[src/rtl/trapseq_pkg.sv]
// Shared encodings for the exception sequencer: register bit positions,
// fixed vector addresses, request kinds and the internal operation code.
package trapseq_pkg;

    localparam int ST_IE    = 0;
    localparam int ST_EXL   = 1;
    localparam int ST_ERL   = 2;
    localparam int ST_IM_LO = 8;
    localparam int ST_NMI   = 19;
    localparam int ST_SR    = 20;
    localparam int ST_BEV   = 22;

    localparam int CA_BD      = 31;
    localparam int CA_IP_LO   = 8;
    localparam int CA_CODE_LO = 2;
    localparam int CODE_W     = 5;

    localparam logic [31:0] VEC_RESET    = 32'hBFC0_0000;
    localparam logic [31:0] VEC_BOOT_GEN = 32'hBFC0_0200;
    localparam logic [31:0] VEC_RUN_GEN  = 32'h8000_0000;
    localparam logic [31:0] VEC_DEBUG    = 32'hBFC0_0480;
    localparam logic [31:0] OFF_GENERAL  = 32'h0000_0180;
    localparam logic [31:0] STATUS_COLD  = (32'h1 << ST_BEV) | (32'h1 << ST_ERL);
    localparam logic [31:0] STATUS_WMASK = 32'hF878_FF17;

    typedef enum logic [2:0] {
        EK_GENERAL = 3'd0,
        EK_REFILL  = 3'd1,
        EK_NMI     = 3'd2,
        EK_SOFTRST = 3'd3,
        EK_DEBUG   = 3'd4
    } exc_kind_e;

    typedef enum logic [2:0] {
        OP_NONE  = 3'd0,
        OP_EXC   = 3'd1,
        OP_DERET = 3'd2,
        OP_ERET  = 3'd3,
        OP_IRQ   = 3'd4,
        OP_STSWR = 3'd5
    } op_e;

endpackage

[src/rtl/trapseq_arbiter.sv]
// Picks the single operation served this cycle and gates the interrupt.
// Assumes requests are one-cycle strobes sampled at the next clock edge.
module trapseq_arbiter
    import trapseq_pkg::*;
#(
    parameter int IRQ_W = 8
) (
    input  logic             exc_valid,
    input  logic             eret,
    input  logic             deret,
    input  logic             sts_wr,
    input  logic [IRQ_W-1:0] im,
    input  logic [IRQ_W-1:0] ip,
    input  logic             ie,
    input  logic             exl,
    input  logic             erl,
    input  logic             dbg,
    output logic             irq_take,
    output op_e              op
);

    // Interrupt permitted: masked pending line and all mode gates open.
    always_comb begin
        irq_take = (|(im & ip)) && ie && !exl && !erl && !dbg;
    end

    // Fixed priority: exception, debug return, return, interrupt, write.
    always_comb begin
        if (exc_valid)     op = OP_EXC;
        else if (deret)    op = OP_DERET;
        else if (eret)     op = OP_ERET;
        else if (irq_take) op = OP_IRQ;
        else if (sts_wr)   op = OP_STSWR;
        else               op = OP_NONE;
    end

endmodule

[src/rtl/trapseq_target.sv]
// Computes the redirect address, the PC to save (delay-slot rule) and
// whether the delay-slot flag is consumed. Purely combinational.
module trapseq_target
    import trapseq_pkg::*;
#(
    parameter int AW = 32
) (
    input  op_e           op,
    input  exc_kind_e     kind,
    input  logic          exl,
    input  logic          erl,
    input  logic          bev,
    input  logic          ds,
    input  logic [AW-1:0] pc,
    input  logic [AW-1:0] epc,
    input  logic [AW-1:0] errorepc,
    input  logic [AW-1:0] depc,
    output logic [AW-1:0] target,
    output logic [AW-1:0] resume_pc,
    output logic          gen_entry,
    output logic          ds_taken
);

    logic [AW-1:0] gen_base;
    logic          err_class;

    // Saved PC points back at the branch when the victim is in its slot.
    always_comb begin
        resume_pc = ds ? (pc - AW'(4)) : pc;
    end

    // Classify the entry: error-class and debug versus general.
    always_comb begin
        err_class = (op == OP_EXC) &&
                    (kind == EK_NMI || kind == EK_SOFTRST || kind == EK_DEBUG);
        gen_entry = (op == OP_IRQ) || ((op == OP_EXC) && !err_class);
        ds_taken  = ds && (err_class || (gen_entry && !exl));
        gen_base  = bev ? AW'(VEC_BOOT_GEN) : AW'(VEC_RUN_GEN);
    end

    // Redirect target for every operation that changes the PC.
    always_comb begin
        unique case (op)
            OP_EXC: begin
                unique case (kind)
                    EK_REFILL:             target = gen_base + (exl ? AW'(OFF_GENERAL) : '0);
                    EK_NMI, EK_SOFTRST:    target = AW'(VEC_RESET);
                    EK_DEBUG:              target = AW'(VEC_DEBUG);
                    default:               target = gen_base + AW'(OFF_GENERAL);
                endcase
            end
            OP_IRQ:   target = gen_base + AW'(OFF_GENERAL);
            OP_ERET:  target = erl ? errorepc : epc;
            OP_DERET: target = depc;
            default:  target = '0;
        endcase
    end

endmodule

[src/rtl/trapseq_state.sv]
// Holds Status, Cause, the three saved PCs, the debug flag and the
// one-cycle output pulses. Applies the operation chosen by the arbiter.
module trapseq_state
    import trapseq_pkg::*;
#(
    parameter int AW    = 32,
    parameter int IRQ_W = 8
) (
    input  logic              clk,
    input  logic              rst_n,
    input  op_e               op,
    input  exc_kind_e         kind,
    input  logic [CODE_W-1:0] code,
    input  logic [IRQ_W-1:0]  irq_lines,
    input  logic [31:0]       sts_wdata,
    input  logic [AW-1:0]     target,
    input  logic [AW-1:0]     resume_pc,
    input  logic              gen_entry,
    input  logic              ds_taken,
    input  logic              ds,
    output logic [31:0]       status_q,
    output logic [31:0]       cause_q,
    output logic [AW-1:0]     epc_q,
    output logic [AW-1:0]     errorepc_q,
    output logic [AW-1:0]     depc_q,
    output logic              debug_mode,
    output logic              redirect,
    output logic [AW-1:0]     redirect_pc,
    output logic              ds_ack,
    output logic              ll_clear
);

    // Register update: cold reset, then one operation per cycle.
    always_ff @(posedge clk) begin
        if (!rst_n) begin
            status_q    <= STATUS_COLD;
            cause_q     <= '0;
            epc_q       <= '0;
            errorepc_q  <= '0;
            depc_q      <= '0;
            debug_mode  <= 1'b0;
            redirect    <= 1'b0;
            redirect_pc <= AW'(VEC_RESET);
            ds_ack      <= 1'b0;
            ll_clear    <= 1'b0;
        end else begin
            redirect <= 1'b0;
            ds_ack   <= 1'b0;
            ll_clear <= 1'b0;
            cause_q[CA_IP_LO +: IRQ_W] <= irq_lines;
            unique case (op)
                OP_EXC, OP_IRQ: begin
                    redirect    <= 1'b1;
                    redirect_pc <= target;
                    ds_ack      <= ds_taken;
                    if (gen_entry) begin
                        if (!status_q[ST_EXL]) begin
                            epc_q          <= resume_pc;
                            cause_q[CA_BD] <= ds;
                        end
                        status_q[ST_EXL] <= 1'b1;
                        cause_q[CA_CODE_LO +: CODE_W] <= (op == OP_IRQ) ? '0 : code;
                    end else if (kind == EK_DEBUG) begin
                        depc_q     <= resume_pc;
                        debug_mode <= 1'b1;
                    end else begin
                        errorepc_q       <= resume_pc;
                        status_q[ST_ERL] <= 1'b1;
                        status_q[ST_BEV] <= 1'b1;
                        if (kind == EK_NMI) status_q[ST_NMI] <= 1'b1;
                        else                status_q[ST_SR]  <= 1'b1;
                    end
                end
                OP_ERET: begin
                    redirect    <= 1'b1;
                    redirect_pc <= target;
                    ll_clear    <= 1'b1;
                    if (status_q[ST_ERL]) status_q[ST_ERL] <= 1'b0;
                    else                  status_q[ST_EXL] <= 1'b0;
                end
                OP_DERET: begin
                    redirect    <= 1'b1;
                    redirect_pc <= target;
                    ll_clear    <= 1'b1;
                    debug_mode  <= 1'b0;
                end
                OP_STSWR: begin
                    status_q <= (sts_wdata & STATUS_WMASK) | (status_q & ~STATUS_WMASK);
                end
                default: ;
            endcase
        end
    end

endmodule

[src/rtl/trapseq_top.sv]
// Exception entry and return sequencer. Takes one request per cycle and
// answers on the next edge with register updates and a redirect pulse.
// Assumes IRQ_W <= 8 (the mask and pending fields are bits 15:8).
module trapseq_top
    import trapseq_pkg::*;
#(
    parameter int AW    = 32,
    parameter int IRQ_W = 8
) (
    input  logic             clk,
    input  logic             rst_n,
    input  logic [AW-1:0]    pc_in,
    input  logic             in_delay_slot,
    input  logic             exc_valid,
    input  logic [2:0]       exc_kind,
    input  logic [4:0]       exc_code,
    input  logic [IRQ_W-1:0] irq_lines,
    input  logic             eret,
    input  logic             deret,
    input  logic             sts_wr,
    input  logic [31:0]      sts_wdata,
    output logic             irq_take,
    output logic             redirect,
    output logic [AW-1:0]    redirect_pc,
    output logic             ds_ack,
    output logic             ll_clear,
    output logic [31:0]      status_q,
    output logic [31:0]      cause_q,
    output logic [AW-1:0]    epc_q,
    output logic [AW-1:0]    errorepc_q,
    output logic [AW-1:0]    depc_q,
    output logic             debug_mode
);

    op_e           op;
    exc_kind_e     kind;
    logic [AW-1:0] target;
    logic [AW-1:0] resume_pc;
    logic          gen_entry;
    logic          ds_taken;

    // Request kind as the package enumeration (kinds 5..7 act as general).
    always_comb begin
        kind = exc_kind_e'(exc_kind);
    end

    trapseq_arbiter #(.IRQ_W(IRQ_W)) i_arb (
        .exc_valid (exc_valid),
        .eret      (eret),
        .deret     (deret),
        .sts_wr    (sts_wr),
        .im        (status_q[ST_IM_LO +: IRQ_W]),
        .ip        (cause_q[CA_IP_LO +: IRQ_W]),
        .ie        (status_q[ST_IE]),
        .exl       (status_q[ST_EXL]),
        .erl       (status_q[ST_ERL]),
        .dbg       (debug_mode),
        .irq_take  (irq_take),
        .op        (op)
    );

    trapseq_target #(.AW(AW)) i_tgt (
        .op        (op),
        .kind      (kind),
        .exl       (status_q[ST_EXL]),
        .erl       (status_q[ST_ERL]),
        .bev       (status_q[ST_BEV]),
        .ds        (in_delay_slot),
        .pc        (pc_in),
        .epc       (epc_q),
        .errorepc  (errorepc_q),
        .depc      (depc_q),
        .target    (target),
        .resume_pc (resume_pc),
        .gen_entry (gen_entry),
        .ds_taken  (ds_taken)
    );

    trapseq_state #(.AW(AW), .IRQ_W(IRQ_W)) i_st (
        .clk         (clk),
        .rst_n       (rst_n),
        .op          (op),
        .kind        (kind),
        .code        (exc_code),
        .irq_lines   (irq_lines),
        .sts_wdata   (sts_wdata),
        .target      (target),
        .resume_pc   (resume_pc),
        .gen_entry   (gen_entry),
        .ds_taken    (ds_taken),
        .ds          (in_delay_slot),
        .status_q    (status_q),
        .cause_q     (cause_q),
        .epc_q       (epc_q),
        .errorepc_q  (errorepc_q),
        .depc_q      (depc_q),
        .debug_mode  (debug_mode),
        .redirect    (redirect),
        .redirect_pc (redirect_pc),
        .ds_ack      (ds_ack),
        .ll_clear    (ll_clear)
    );

endmodule

[config.mk]
export PLATFORM = sky130hd
export DESIGN_NAME = trapseq_top
export DESIGN_NICKNAME = d
export VERILOG_FILES = /design/src/rtl/trapseq_pkg.sv /design/src/rtl/trapseq_arbiter.sv /design/src/rtl/trapseq_target.sv /design/src/rtl/trapseq_state.sv /design/src/rtl/trapseq_top.sv
export SDC_FILE = /design/constraint.sdc
export NUM_CORES = 1
export LEC_CHECK = 0
export BUFFER_PORTS_ARGS = -buffer_cell sky130_fd_sc_hd__buf_4
export CORE_MARGIN = 2
export CORE_UTILIZATION = 46
export CTS_CLUSTER_SIZE = 30
export DETAILED_ROUTE_END_ITERATION = 12
export MAX_ROUTING_LAYER = met4
export PLACE_DENSITY = 0.77
export SETUP_SLACK_MARGIN = 0.5
export SLEW_MARGIN = 20
export SYNTH_ARGS = -nofsm -noshare
export SYNTH_HDL_FRONTEND = slang
export SYNTH_HIERARCHICAL = 1
export SYNTH_SLANG_ARGS = --single-unit
[constraint.sdc]
create_clock -name clk -period 3.05 [get_ports clk]
set_clock_uncertainty 0.05 [all_clocks]
set_input_delay 0.305 -clock clk [delete_from_list [all_inputs] [get_ports clk]]
set_output_delay 0.305 -clock clk [all_outputs]
set_load 0.01 [all_outputs]
======== Word level (Yosys, flattened, before mapping) ========
Index checks and enable logic that the tools add are counted.
operators by class
  $add $sub $neg .......................... 3
  equal/unequal tests ..................... 16
  mux-type cells .......................... 28
  bitwise gates (word level) .............. 5
  reductions and logical operators ........ 35
operators with widths
  kind                   number
  $pmux 32 s4            1
  $pmux 32 s3            1
  $mux 32                2
  $add 32x32->32         1
  $add 32x9->32 const B  1
  $or 32x27->32          1
  $sub 32x3->32 const B  1
  $mux 30                1
  $reduce_and 3->1       7
  $mux 3                 5
  $eq 3x2->1 const B     4
  $mux 1                 10
  $ne 2x2->1 const B     5
  $eq 3x3->1 const B     3
  $mux 9                 1
  $and 8x8->8            1
  $logic_and 1x1->1      8
  $reduce_and 4->1       2
  $reduce_or 8->1        1
  $eq 3x1->1 const B     2
  $pmux 2 s3             1
  $reduce_or 2->1        3
  $mux 5                 1
  $logic_not 1->1        4
  other kinds (10)       20
word-level totals
  register bits ........................... 178
  input port bits ......................... 87
  output and inout port bits .............. 197
  word-level logic and storage cells ...... 104

======== Depth between registers and ports, before layout ========
  depth in word-level cells ............... 18
  gate-level depth with buffers ........... 12
  gate-level depth less buffers ........... 9

======== By module ========
The synthesis kept the hierarchy.
by module, submodules not included
  module           times used  cells each  area each (µm²)  sequential area each (µm²)
  trapseq_state    1           738         6553.8           3343.2
  trapseq_target   1           219         1511.4           0.0
  trapseq_arbiter  1           14          106.4            0.0

======== Worst setup path after synthesis ========
Ideal clock, no wire load.
  path kind ............................... register to register
  start ................................... register i_st.status_q[1]
  end ..................................... register i_st.epc_q[15]
  library setup time ...................... 132 ps
  arrival ................................. 2924 ps
  data required time ...................... 2868 ps
  slack ................................... -56 ps
  cell stages (with the launch flop) ...... 11
  path buffers ............................ 1
  period minus slack after synthesis ...... 3106 ps
  path through ............................ dfxtp_1 -> or4b_4 -> a41oi_2 -> o211a_1 -> nor2b_1 -> a31oi_1 -> nor2_1 -> or3b_2 -> clkbuf_1 -> o21ai_0 -> a21oi_1
between the ends
  longest elaborated chain between the ends .. 14
  elaborated cells between the ends (all ways) .. 17
  those cells by class .................... eq/ne (2); mux (4); bitwise (1); reduce/logical (10)
RTL lines
  item                               RTL line                                    source
  start: declaration                 trapseq_state.sv:21                         output logic [31:0] status_q,
  start signal: assignment           trapseq_state.sv:88                         status_q <= (sts_wdata & STATUS_WMASK) | (status_q & ~STATUS_WMASK);
  $logic_not 1->1 *                  --
  $logic_and 1x1->1 * (3 in series)  trapseq_arbiter.sv:24                       irq_take = (|(im & ip)) && ie && !exl && !erl && !dbg;
  via irq_take                       trapseq_top.sv:22                           output logic irq_take,
  $mux 3 *                           trapseq_arbiter.sv:32                       else if (irq_take) op = OP_IRQ;
  $mux 3 *                           trapseq_arbiter.sv:31                       else if (eret) op = OP_ERET;
  $mux 3 *                           trapseq_arbiter.sv:30                       else if (deret) op = OP_DERET;
  $mux 3 *                           trapseq_arbiter.sv:29                       if (exc_valid) op = OP_EXC;
  via op[2]                          trapseq_top.sv:35                           op_e op;
  $eq 3x1->1                         trapseq_target.sv:34, trapseq_target.sv:36
  $logic_and 1x1->1                  trapseq_target.sv:34                        err_class = (op == OP_EXC) &&
  $logic_not 1->1                    trapseq_target.sv:36                        gen_entry = (op == OP_IRQ) || ((op == OP_EXC) && !err_class);
  $logic_and 1x1->1                  trapseq_target.sv:36
  $logic_or 1x1->1 *                 trapseq_target.sv:36
  via gen_entry                      trapseq_top.sv:39                           logic gen_entry;
  $reduce_and 3->1 (no line) *       --
  end signal: assignment             trapseq_state.sv:58                         epc_q <= resume_pc;
  end: declaration                   trapseq_state.sv:23                         output logic [AW-1:0] epc_q,
The timed path passes the listed nets; every way through them passes the cells marked *.
A chain may end at the register's enable or synchronous reset.

======== Worst setup path after layout ========
  start ................................... register i_st.status_q[1]
  end ..................................... register i_st.depc_q[0]
between the ends
  longest elaborated chain between the ends .. 15
  elaborated cells between the ends (all ways) .. 17
  those cells by class .................... eq/ne (2); mux (4); bitwise (1); reduce/logical (10)
RTL lines
  item                               RTL line                                    source
  $logic_not 1->1 *                  --
  $logic_and 1x1->1 * (3 in series)  trapseq_arbiter.sv:24
  $mux 3 *                           trapseq_arbiter.sv:32
  $mux 3 *                           trapseq_arbiter.sv:31
  $mux 3 *                           trapseq_arbiter.sv:30
  $mux 3 *                           trapseq_arbiter.sv:29
  via op[2]                          trapseq_top.sv:35
  $eq 3x1->1                         trapseq_target.sv:34, trapseq_target.sv:36
  $logic_and 1x1->1                  trapseq_target.sv:34
  $logic_not 1->1                    trapseq_target.sv:36
  $logic_and 1x1->1                  trapseq_target.sv:36
  $logic_or 1x1->1 *                 trapseq_target.sv:36
  via gen_entry                      trapseq_top.sv:39
  $not 1->1 (no line) *              --
  $reduce_and 3->1 (no line) *       --
  end signal: assignment             trapseq_state.sv:64                         depc_q <= resume_pc;
  end: declaration                   trapseq_state.sv:25                         output logic [AW-1:0] depc_q,
Marks and branches as above.

==> metrics.md <==
| Metric | Value |
|---|---|
| Status | `completed` |
| TritonCTS Buffers | `17` |
| Top FF cell, synth | `dfxtp_1` |
| CTS tree | `done` |
| Place WS | `0.00871 ns` |
| DRC violations left | `0` |
| Pint | `3.98 mW` |
| # Max-Cap Violations | `0` |
| Initial DRT Pass Iterations | `5` |
| Overall Global Routing Usage | `0.302` |
| Post-Syn Area per Cell | `8.42 sq um` |
| Worst skew pair latency | `0.43 ns` |
| Mapped cell area | `8170 sq um` |
| Clock Tree Root | `clkbuf_16` |
| Worst-margin pin slew | `0.985 ns` |
| Tmin final | `2.83 ns` |
| H-tree depth | `4` |
| Post-DP HPWL | `18.6 mm` |
| Via Count | `8506` |
| P_sw | `about 1.7 mW` |
| Final global-route overflow total | `0` |
| CTS Hold Bufs | `0` |
| # port buffers | `~240` |
| Vias in the first global route | `7660` |
| Static Leak | `5.29 nW` |
| Initial DRC count | `772` |
| Die area | `between 15000 and 20000 sq um` |
| CP Launch Type | `flip-flop` |
| Number of synthesized flops with an enable pin | `0` |
| Initial core utilization | `0.471` |
| Seq/Total Area, Yosys | `0.409` |
| DR vias/cell | `5.79` |
| Layout cell share with drive strength beyond 1 | `0.365` |
| CP Capture Type | `flip-flop` |
| Post-Route Setup TNS | `0 ns` |
| Clock share of power | `0.374` |
| Die Y | `137 um` |
| Antenna Nets Post-Route | `0` |
| First-pass GRT wire length | `42.4 mm` |
| Synthesized flop and latch total | `around 170` |
| Rows | `48` |
| Layout area overhead | `43.1%` |
| Worst hold path depth | `2` |
| Final Hold Viols | `0` |
| Comb pwr share | `0.208` |
| Filler cell count | `1329` |
| Antenna violations before repair | `0` |
| Asr flop ratio synth | `0` |
| Worst-path clk slew | `roughly 0.06 ns` |
| # setup viols final | `0` |
| Crit share post-route | `0.929` |
| Synth Instances | `roughly 970` |
| Yosys warnings | `6` |
| Worst Path Arrival | `3.13 ns` |
| Seq pwr share | `0.418` |
| Register area | `3350 sq um` |
| Final net count | `1318` |
| CP max FO | `9` |
| Worst hold path class | `in2reg` |
| FMAX | `0.353 GHz` |
| Worst Path Class, Setup | `reg2reg` |
| Final Max Tran Viols | `0` |
| IO Pins | `284` |
| Max Root-Sink Buffers | `2` |
| Peak supply drop | `0.436 mV` |
| Slack of the critical path | `0.216 ns` |
| Core region area | `17400 sq um` |
| Req. time, crit path | `~3.4 ns` |
| Largest net degree at the start of global routing | `76` |
| Multi-input logic area | `4740 sq um` |
| Reg2reg setup slack | `0.22 ns` |
| Switching Fraction | `0.296` |
| Most frequent cells in the layout | `buf_4 (276), nand2_1 (165), dfxtp_1 (163)` |
| Yosys cell types | `61` |
| Width of the chip | `137 um` |
| Pwr per Cell Area | `483 nW/um^2` |
| WL/cell | `20.0 um` |
| Antenna diodes | `0` |
| Relative slew slack | `0.343` |
| Leading cell type in the layout, fill and taps excluded | `buf_4` |
| RD Place Congestion | `0.855` |
| Reg2reg path depth | `13` |
| Num Clock Sinks | `167` |
| Unrepaired setup endpoints after global routing | `yes` |
| Total length of routed wires | `between 20 and 30 mm` |
-- critical path: stages (launching register included) --
cell and delay, ns:
dfxtp_2 0.32, or4b_4 0.57, a41oi_4 0.22, o211a_4 0.20, buf_12 0.11, nor2b_4 0.04, a31oi_4 0.16, nor2_4 0.06
buf_6 0.16, nor2_4 0.15, buf_6 0.13, nand3_4 0.14, buf_12 0.21, mux2i_2 0.21
-- power groups by stage --
stage	Sequential (mW)	Combinational, mW	Clock [mW]
floorplan	2.44	0.503	0
global placement	2.40	0.916	0
detailed placement	2.40	0.928	0
CTS	2.36	1.09	2.14
global route	2.37	1.23	2.23
finish	2.36	1.17	2.12
-- path summary, 6_finish.rpt --
kind                     start                 to
max           i_st/status_q[1]     i_st/depc_q[0]
min               irq_lines[4]   i_st/cause_q[12]
max reg2reg   i_st/status_q[1]     i_st/depc_q[0]
min reg2reg  i_st/status_q[28]  i_st/status_q[28]
-- layout make-up --
type / instances / share of cell area
clock inverters: 14 / 0.0121
repair buffers: 317 / 0.231
flip-flops and latches: 167 / 0.286
clock buffers: 18 / 0.0375
inverters: 11 / 0.00353
multi-input cells: 716 / 0.405
well taps: 225 / 0.0241
-- state kept, by name (all words and copies together), names as in the netlist --
| register | count |
|---|---|
| i_st/cause_q | 14 |
| i_st/debug_mode | 1 |
| i_st/depc_q | 32 |
| i_st/ds_ack | 1 |
| i_st/epc_q | 32 |
| i_st/errorepc_q | 32 |
| i_st/ll_clear | 1 |
| i_st/redirect | 1 |
| i_st/redirect_pc | 32 |
| i_st/status_q | 21 |
-- synthesized netlist by cell type, types with 2 or more instances --
cell type	instances	area [sq um]
a211o_1	2	17.5
a211oi_1	3	22.5
a21oi_1	76	380
a221o_1	10	100
a221oi_1	4	35.0
a22oi_1	5	37.5
a31oi_1	3	18.8
and2_1	8	50.1
buf_1	4	15.0
buf_2	12	60.1
buf_4	33	248
buf_6	5	56.3
clkbuf_1	54	203
dfxtp_1	167	3340
inv_1	10	37.5
mux2_2	8	90.1
mux2i_1	93	931
nand2_1	165	619
nand2b_1	4	25.0
nand3_1	84	420
nand3b_1	4	30.0
nand4_1	3	18.8
nor2_1	19	71.3
nor2b_1	3	18.8
nor3_1	16	80.1
nor3_2	2	20.0
nor3b_1	3	22.5
nor4_1	9	56.3
nor4_4	2	42.5
o211a_1	2	20.0
o21a_1	2	15.0
o21ai_0	85	425
o21ai_1	4	20.0
o22ai_1	3	18.8
o31a_1	2	17.5
or2_2	2	12.5
or3_1	5	31.3
or3b_2	4	35.0
or4_4	2	22.5
xnor2_1	4	35.0
xor2_1	25	219
-- timing repair --
action,in CTS,in global routing
pin swaps,34,22
cloned,10,2
hold endpoints to repair,0,0
setup endpoints to repair,140,152
resized for setup,70,59
buffers inserted,28,6
-- metal layers --
metal	global-route usage	part of all wire	wire, um	vias up
met5	-	0	0	-
met4	0.110	0.036	1050	0
met3	0.0600	0.086	2530	76
met2	0.483	0.48	14100	440
met1	0.381	0.40	11600	4099
li1	-	-	-	3891
-- logic make-up after synthesis --
logic type / synth area share
adder cells (fa/ha/maj): 0.00276
multiplexers: 0.125
AO/OA/AOI/OAI: 0.144
buffers and inverters: 0.0781
flip-flops: 0.409
XOR/XNOR: 0.0364
other: 0.000459
AND/OR/NAND/NOR: 0.204
-- per-stage QoR --
step	area, sq um	power (mW)	hold slack, ns	util	instances
after global placement	10200	3.32	0.394	0.585	1390
after global routing	11700	5.84	0.0213	0.674	1468
after detailed placement	10200	3.33	0.399	0.585	1390
after CTS	11400	5.59	0.0221	0.656	1460
final	11700	5.65	0.0360	0.674	1468
after floorplan	8390	2.94	0.382	-	999
Note: power is estimated with default switching activity, not from simulation.
